File: src/rtl/hb_pkg.sv
// Shared types for the host bus interface.
// Assumes: only the three bus styles below ever exist.
package hb_pkg;

    // Bus style decoded from the ALE pin.
    typedef enum logic [1:0] {
        BUS_MOT_SEP = 2'd0,   // separate lines, data strobe plus direction
        BUS_INT_SEP = 2'd1,   // separate lines, read and write strobes
        BUS_INT_MUX = 2'd2    // multiplexed address/data, ALE latched
    } bus_mode_e;

endpackage

File: src/rtl/hb_sync.sv
// Multi-stage synchronizer for a group of asynchronous control pins.
// Assumes: every bit is an independent slow control level; STAGES >= 2.
// The flops carry no reset on purpose, so the pin levels keep flowing
// while reset is held and no false edge appears at release.
module hb_sync #(
    parameter int WIDTH  = 4,
    parameter int STAGES = 2
) (
    input  logic             clk,
    input  logic [WIDTH-1:0] d_in,
    output logic [WIDTH-1:0] d_out
);
    localparam int CHAIN_W = WIDTH * STAGES;

    logic [CHAIN_W-1:0] chain_q;

    // Shift the pin group through the stage chain.
    always_ff @(posedge clk) begin
        chain_q <= {chain_q[CHAIN_W-WIDTH-1:0], d_in};
    end

    assign d_out = chain_q[CHAIN_W-1 -: WIDTH];

endmodule

File: src/rtl/hb_mode_ctrl.sv
// Bus style selection from the synchronized ALE.
// The style follows the ALE level during reset and freezes at release.
// After release the first ALE rise selects the multiplexed style
// for good. It also reports ALE falling edges once reset is released.
// Assumes: ale_s is already synchronized to clk.
module hb_mode_ctrl
    import hb_pkg::*;
(
    input  logic      clk,
    input  logic      rst_n,
    input  logic      ale_s,
    output bus_mode_e mode,
    output logic      ale_fall
);
    logic ale_q;

    // Previous ALE, tracked through reset so reset-time edges vanish.
    always_ff @(posedge clk) begin
        ale_q <= ale_s;
    end

    // Style register: level-sampled in reset, sticky multiplexed after.
    always_ff @(posedge clk) begin
        if (!rst_n) begin
            mode <= ale_s ? BUS_MOT_SEP : BUS_INT_SEP;
        end else if (ale_s && !ale_q) begin
            mode <= BUS_INT_MUX;
        end
    end

    // Falling-edge flag, masked during reset.
    always_comb begin
        ale_fall = rst_n && ale_q && !ale_s;
    end

    // once multiplexed, always multiplexed until reset.
    p_mux_sticky_r5: assert property (@(posedge clk) disable iff (!rst_n)
        (mode == BUS_INT_MUX) |=> (mode == BUS_INT_MUX));

    // entry into the multiplexed style only follows a seen rise.
    p_mux_entry_r5: assert property (@(posedge clk) disable iff (!rst_n)
        (mode == BUS_INT_MUX && $past(mode) != BUS_INT_MUX)
        |-> $past(ale_s && !ale_q));

    // the non-multiplexed choice never flips between the two.
    p_mode_hold_r1: assert property (@(posedge clk) disable iff (!rst_n)
        (mode != BUS_INT_MUX) |=> (mode == $past(mode) || mode == BUS_INT_MUX));

endmodule

File: src/rtl/hb_addr_latch.sv
// Address source selection.
// In the multiplexed style the address comes from a latch that is
// loaded from the data lines on each ALE fall. In the other styles it
// comes straight from the address lines.
// Assumes: ADDR_W <= DATA_W; the data lines hold the address
// until the synchronized fall has been seen.
module hb_addr_latch
    import hb_pkg::*;
#(
    parameter int ADDR_W = 8,
    parameter int DATA_W = 8
) (
    input  logic              clk,
    input  logic              rst_n,
    input  bus_mode_e         mode,
    input  logic              ale_fall,
    input  logic [ADDR_W-1:0] bus_addr,
    input  logic [DATA_W-1:0] bus_din,
    output logic [ADDR_W-1:0] cur_addr
);
    logic [ADDR_W-1:0] alat_q;

    // Load the multiplexed address; zero after reset.
    always_ff @(posedge clk) begin
        if (!rst_n) begin
            alat_q <= '0;
        end else if (ale_fall && mode == BUS_INT_MUX) begin
            alat_q <= bus_din[ADDR_W-1:0];
        end
    end

    // Pick the address source for the current style.
    always_comb begin
        cur_addr = (mode == BUS_INT_MUX) ? alat_q : bus_addr;
    end

    // the latched address moves only on an ALE fall.
    p_latch_hold_r6: assert property (@(posedge clk) disable iff (!rst_n)
        !ale_fall |=> $stable(alat_q));

    // the latch starts from address 0 when reset is released.
    p_latch_zero_r8: assert property (@(posedge clk) disable iff (!rst_n)
        $past(!rst_n) |-> (alat_q == '0));

endmodule

File: src/rtl/hb_access.sv
// Strobe decode and register-file port.
// The strobe pins are read according to the bus style. A write
// commits once, at the trailing edge of the write strobe, while chip
// select is still active. A read drives the host data bus while chip
// select and the read condition hold, and pulses read enable once.
// Assumes: all strobe inputs are synchronized; the address and data
// lines are stable while the synchronized strobes move.
module hb_access
    import hb_pkg::*;
#(
    parameter int ADDR_W = 8,
    parameter int DATA_W = 8
) (
    input  logic              clk,
    input  logic              rst_n,
    input  bus_mode_e         mode,
    input  logic              cs_n_s,
    input  logic              strb_a_n_s,
    input  logic              strb_b_s,
    input  logic [ADDR_W-1:0] cur_addr,
    input  logic [DATA_W-1:0] bus_din,
    input  logic [DATA_W-1:0] reg_rdata,
    output logic [ADDR_W-1:0] reg_addr,
    output logic [DATA_W-1:0] reg_wdata,
    output logic              reg_we,
    output logic              reg_re,
    output logic [DATA_W-1:0] bus_dout,
    output logic              bus_doe
);
    logic cs_act;
    logic rd_req;
    logic wr_str;
    logic rd_act;
    logic commit;
    logic wr_str_q;
    logic rd_q;
    logic rd_qq;

    // Interpret the strobe pins for the current bus style.
    always_comb begin
        cs_act = !cs_n_s;
        if (mode == BUS_MOT_SEP) begin
            rd_req = !strb_a_n_s && strb_b_s;
            wr_str = !strb_a_n_s && !strb_b_s;
        end else begin
            rd_req = !strb_a_n_s;
            wr_str = !strb_b_s;
        end
        rd_act = cs_act && rd_req;
        commit = wr_str_q && !wr_str && cs_act;
    end

    // Strobe history, register-port outputs and read window.
    always_ff @(posedge clk) begin
        if (!rst_n) begin
            wr_str_q  <= 1'b0;
            rd_q      <= 1'b0;
            rd_qq     <= 1'b0;
            reg_we    <= 1'b0;
            reg_addr  <= '0;
            reg_wdata <= '0;
        end else begin
            wr_str_q <= wr_str;
            rd_q     <= rd_act;
            rd_qq    <= rd_q;
            reg_we   <= commit;
            reg_addr <= cur_addr;
            if (commit) begin
                reg_wdata <= bus_din;
            end
        end
    end

    // Read pulse at the start of the read window; gated data drive.
    always_comb begin
        reg_re   = rd_q && !rd_qq;
        bus_doe  = rd_q;
        bus_dout = rd_q ? reg_rdata : '0;
    end

    // a write pulse lasts one cycle.
    p_we_single_r10: assert property (@(posedge clk) disable iff (!rst_n)
        reg_we |=> !reg_we);

    // a read pulse lasts one cycle and coincides with the drive.
    p_re_single_r12: assert property (@(posedge clk) disable iff (!rst_n)
        reg_re |-> (bus_doe && $past(!bus_doe)));

    // no write without chip select in the deciding cycle.
    p_we_needs_cs_r9: assert property (@(posedge clk) disable iff (!rst_n)
        reg_we |-> $past(!cs_n_s));

    // no bus drive without chip select in the deciding cycle.
    p_doe_needs_cs_r3: assert property (@(posedge clk) disable iff (!rst_n)
        bus_doe |-> $past(!cs_n_s));

endmodule

File: src/rtl/hostbus_slave.sv
// Multi-mode host bus slave in front of a byte-wide register file.
// Synchronizes the bus control pins and derives the bus style from
// ALE. It picks the address source and decodes the strobes into a
// simple register-file port.
// Assumes: the host keeps address and data stable for several clocks
// around each strobe edge, and ALE is static in the non-multiplexed
// styles.
module hostbus_slave
    import hb_pkg::*;
#(
    parameter int ADDR_W      = 8,
    parameter int DATA_W      = 8,
    parameter int SYNC_STAGES = 2
) (
    input  logic              clk,
    input  logic              rst_n,
    input  logic              bus_cs_n,
    input  logic              bus_strb_a_n,
    input  logic              bus_strb_b,
    input  logic              bus_ale,
    input  logic [ADDR_W-1:0] bus_addr,
    input  logic [DATA_W-1:0] bus_din,
    output logic [DATA_W-1:0] bus_dout,
    output logic              bus_doe,
    output logic [ADDR_W-1:0] reg_addr,
    output logic [DATA_W-1:0] reg_wdata,
    output logic              reg_we,
    output logic              reg_re,
    input  logic [DATA_W-1:0] reg_rdata
);
    localparam int CTRL_W = 4;

    logic [CTRL_W-1:0] ctrl_raw;
    logic [CTRL_W-1:0] ctrl_s;
    bus_mode_e         mode;
    logic              ale_fall;
    logic [ADDR_W-1:0] cur_addr;

    assign ctrl_raw = {bus_ale, bus_cs_n, bus_strb_a_n, bus_strb_b};

    hb_sync #(
        .WIDTH  (CTRL_W),
        .STAGES (SYNC_STAGES)
    ) u_sync (
        .clk   (clk),
        .d_in  (ctrl_raw),
        .d_out (ctrl_s)
    );

    hb_mode_ctrl u_mode (
        .clk      (clk),
        .rst_n    (rst_n),
        .ale_s    (ctrl_s[3]),
        .mode     (mode),
        .ale_fall (ale_fall)
    );

    hb_addr_latch #(
        .ADDR_W (ADDR_W),
        .DATA_W (DATA_W)
    ) u_addr (
        .clk      (clk),
        .rst_n    (rst_n),
        .mode     (mode),
        .ale_fall (ale_fall),
        .bus_addr (bus_addr),
        .bus_din  (bus_din),
        .cur_addr (cur_addr)
    );

    hb_access #(
        .ADDR_W (ADDR_W),
        .DATA_W (DATA_W)
    ) u_access (
        .clk        (clk),
        .rst_n      (rst_n),
        .mode       (mode),
        .cs_n_s     (ctrl_s[2]),
        .strb_a_n_s (ctrl_s[1]),
        .strb_b_s   (ctrl_s[0]),
        .cur_addr   (cur_addr),
        .bus_din    (bus_din),
        .reg_rdata  (reg_rdata),
        .reg_addr   (reg_addr),
        .reg_wdata  (reg_wdata),
        .reg_we     (reg_we),
        .reg_re     (reg_re),
        .bus_dout   (bus_dout),
        .bus_doe    (bus_doe)
    );

    // the outputs leave reset quiet.
    p_quiet_after_reset_r11: assert property (@(posedge clk)
        $past(!rst_n) |-> (!reg_we && !bus_doe));

endmodule

File: config.mk
export PLATFORM = sky130hd
export DESIGN_NAME = hostbus_slave
export DESIGN_NICKNAME = d
export VERILOG_FILES = /design/src/rtl/hb_pkg.sv /design/src/rtl/hb_sync.sv /design/src/rtl/hb_mode_ctrl.sv /design/src/rtl/hb_addr_latch.sv /design/src/rtl/hb_access.sv /design/src/rtl/hostbus_slave.sv
export SDC_FILE = /design/constraint.sdc
export NUM_CORES = 1
export LEC_CHECK = 0
export BUFFER_PORTS_ARGS = -buffer_cell sky130_fd_sc_hd__clkbuf_2
export CORE_MARGIN = 10
export CORE_UTILIZATION = 47
export CTS_CLUSTER_SIZE = 28
export DETAILED_ROUTE_END_ITERATION = 12
export GPL_ROUTABILITY_DRIVEN = 0
export PLACE_DENSITY = 0.85
export SLEW_MARGIN = 20
export SYNTH_ARGS = -nofsm -noshare
export SYNTH_HDL_FRONTEND = slang
export SYNTH_HIERARCHICAL = 1
export SYNTH_SLANG_ARGS = --single-unit
File: constraint.sdc
create_clock -name clk -period 1.75 [get_ports clk]
set_input_delay 0.175 -clock clk [delete_from_list [all_inputs] [get_ports clk]]
set_output_delay 0.175 -clock clk [all_outputs]
set_load 0.005 [all_outputs]
==> impl_table.tex <==
\begin{tabular}{lr}
\hline
Metric & Value \\
\hline
\multicolumn{2}{l}{\textbf{Place}} \\
Count of buffers inserted at the top-level ports & 56 \\
Final HPWL from detailed placement & 2.37 mm \\
\multicolumn{2}{l}{\textbf{Outcome}} \\
Result of the run & completed \\
\multicolumn{2}{l}{\textbf{Timing}} \\
Unrepaired setup endpoints after global routing & false \\
Max transition margin & 0.696 \\
Clock period minus worst slack & 1390 ps \\
Worst hold margin & 71.0 ps \\
Slew at the pin closest to its max-slew limit & 456 ps \\
Final Hold Viols & 0 \\
Fmax & 0.721 GHz \\
Max-slew violation total from the final report & 0 \\
Final count of negative-setup-slack endpoints & 0 \\
Largest clock skew in the final design & 4.07 ps \\
Final clock period utilization by the worst path & 0.793 \\
Final-layout setup total negative slack & 0 ps \\
\multicolumn{2}{l}{\textbf{GRT}} \\
Total global routing overflow & 0 \\
Via count of the first global-routing pass & 1029 \\
Antenna violations before repair & 0 \\
Pin count of the biggest net entering global routing & 33 \\
First-pass GRT wire length & 4.71 mm \\
Global-route usage over all layers & 0.111 \\
\multicolumn{2}{l}{\textbf{Worst hold path}} \\
Type of the worst min-delay path & in2reg \\
\multicolumn{2}{l}{\textbf{Synth}} \\
Syn\_area\_per\_cell & 11.8 µm² \\
Area leader, netlist & dfxtp\_1 \\
Summed instance area of the synthesized netlist & 1440 µm² \\
Unique cell type count in the Yosys netlist & 25 \\
Sequential cell area fraction in the yosys report & 0.555 \\
Gate count of the mapped netlist & 122 \\
\#FFs+latches synth & 39 \\
Total number of yosys warnings & 6 \\
Top cells by area in the synthesized netlist & dfxtp\_1 (51\%), mux2\_4 (8.3\%), and2\_1 (7.4\%) \\
Yosys top cell area share & 0.513 \\
Synthesized Nets & 152 \\
\multicolumn{2}{l}{\textbf{Critical path}} \\
Maximum fanout count along the critical path & 9 \\
Startpoint type of the worst setup path & register \\
Critical path type & reg2reg \\
Crit path arrival time & 1670 ps \\
Data required, critical path & 2030 ps \\
Element type at the critical path end & register \\
\multicolumn{2}{l}{\textbf{Route}} \\
Final routed DRC violation total & 0 \\
Detailed-route via count & 1041 \\
Post-detailed-route count of antenna-violating nets & 0 \\
Number of DRC markers in iteration 0 & 58 \\
Number of vias per cell after detailed routing & 4.86 \\
Overall routed net length & 3.03 mm \\
TritonRoute pass-1 iters & 4 \\
Average wire length per cell after detail routing & 14.1 µm \\
\multicolumn{2}{l}{\textbf{Die}} \\
Die boundary height & 75.4 µm \\
Number of cell rows & 20 \\
Overall die area & 5690 µm² \\
Die boundary width & 75.4 µm \\
Core area & 3000 µm² \\
Effective utilization at floorplan & 0.481 \\
IO Count & 57 \\
\multicolumn{2}{l}{\textbf{Pwr}} \\
Ratio of total power to cell area & 861 nW/µm² \\
Net switching power & 0.000349 W \\
Worst vdd ir & 0.453 mV \\
Internal power consumption & 0.00119 W \\
Flop pwr share & 0.621 \\
Proportion of power drawn by combinational gates & 0.106 \\
Leakage dissipation & 0.866 nW \\
Portion of total power attributed to the clock network & 0.273 \\
Share of total power consumed by net switching & 0.227 \\
\multicolumn{2}{l}{\textbf{Final layout}} \\
Total inserted antenna cells & 0 \\
Synth-to-Final Area Change & 23.5\% \\
Leading cell type in the layout, fill and taps excluded & clkbuf\_2 \\
Most frequent cells in the layout & clkbuf\_2 (56), dfxtp\_1 (37), and2\_1 (17) \\
Fraction of final layout cells with drive strength greater than 1 & 0.409 \\
NumNets Final & 210 \\
\multicolumn{2}{l}{\textbf{Clock tree}} \\
Sinks on Clock Net & 39 \\
Clock-pin slew on the worst setup and hold paths & 100 ps \\
Clock insertion delay at the later pin of the skew report & 330 ps \\
Post-cts sizing count & 0 \\
Clock root buffer & clkbuf\_4 \\
Total CTS buffers & 5 \\
Clock tree from TritonCTS & yes \\
H-tree levels & 2 \\
Buffer depth of the longest clock path & 2 \\
\multicolumn{2}{l}{\textbf{Job}} \\
Max-Cap Viols & 0 \\
\hline
\end{tabular}
[sequential cells by signal (all words and copies together) (netlist names)]
signal / flops
u_access/bus_doe: 1
u_access/reg_wdata: 8
u_access/wr_str_q: 1
u_sync/chain_q: 8
u_access/reg_addr: 8
u_access/reg_we: 1
u_addr/alat_q: 8
u_mode/ale_q: 1
u_mode/mode: 2
u_access/rd_qq: 1
[final cells by class]
type,instances,area [µm²]
fillers,251,1220
flip-flops and latches,39,801
multi-input cells,71,556
repair buffers,61,328
clock buffers,7,45.0
well taps,33,41.3
inverters,2,7.51
clock inverters,1,5.00
[per-stage QoR]
stage / util / power [W] / setup WS [ps] / instance area, µm² / std cells
finish: 0.594 / 0.00154 / 363 / 1780 / 214
CTS: 0.594 / 0.00156 / 354 / 1780 / 214
global placement: 0.564 / 0.00112 / 439 / 1690 / 202
floorplan: - / 0.00107 / 486 / 1440 / 122
detailed placement: 0.564 / 0.00113 / 373 / 1690 / 202
global route: 0.594 / 0.00163 / 236 / 1780 / 214
[power groups by stage]
stage	clock network [W]	registers [W]	logic (W)
floorplan	0	0.000971	0.0000982
global placement	0	0.000972	0.000153
detailed placement	0	0.000974	0.000158
CTS	0.000442	0.000953	0.000166
global route	0.000488	0.000959	0.000180
finish	0.000419	0.000953	0.000163
[worst paths after layout]
check,startpoint,cells past startpoint,to,slack [ps]
setup / recovery,u_mode/mode[1],3,u_access/reg_wdata[2],360
setup reg to reg,u_mode/mode[1],3,u_access/reg_wdata[2],360
hold / removal,bus_din[5],2,u_access/reg_wdata[5],70
hold reg to reg,u_sync/chain_q[3],0,u_sync/chain_q[7],340
[critical path, stage by stage, from the launching register on]
cell	delay, ps
edfxtp_1	510
nor3b_4	270
o2111a_1	380
a22o_1	180
[metal layers]
layer	vias up	routed length, µm	global-route usage
met2	61	1290	0.167
met1	455	1220	0.118
met3	2	474	0.0625
met5	-	0	0
met4	0	40	0.0680
li1	523	-	-
[synthesized netlist by cell type (all sizes together)]
cell,instances
dfxtp,37
o2111a,1
and3,1
clkbuf,3
buf,7
nand2b,3
edfxtp,2
o21ai,1
nor2b,1
mux2i,8
mux2,8
a22o,8
nor3,1
nor2,2
nor3b,1
nand2,16
nor4b,1
inv,2
and2,17
and3b,1
o2bb2ai,1
[cell families after synthesis]
group / after synthesis / share of synthesized area
AOI/OAI and AO/OA: 11 / 0.0702
and+or+nand+nor: 44 / 0.176
muxes: 16 / 0.139
buffers and inverters: 12 / 0.0607
DFF: 39 / 0.555
[repair_timing]
item	in CTS	in global routing
setup buffers	0	0
endpoints found under the hold margin	4	0
hold buffers	4	0
No activity file was read; power rests on OpenSTA's default activity.
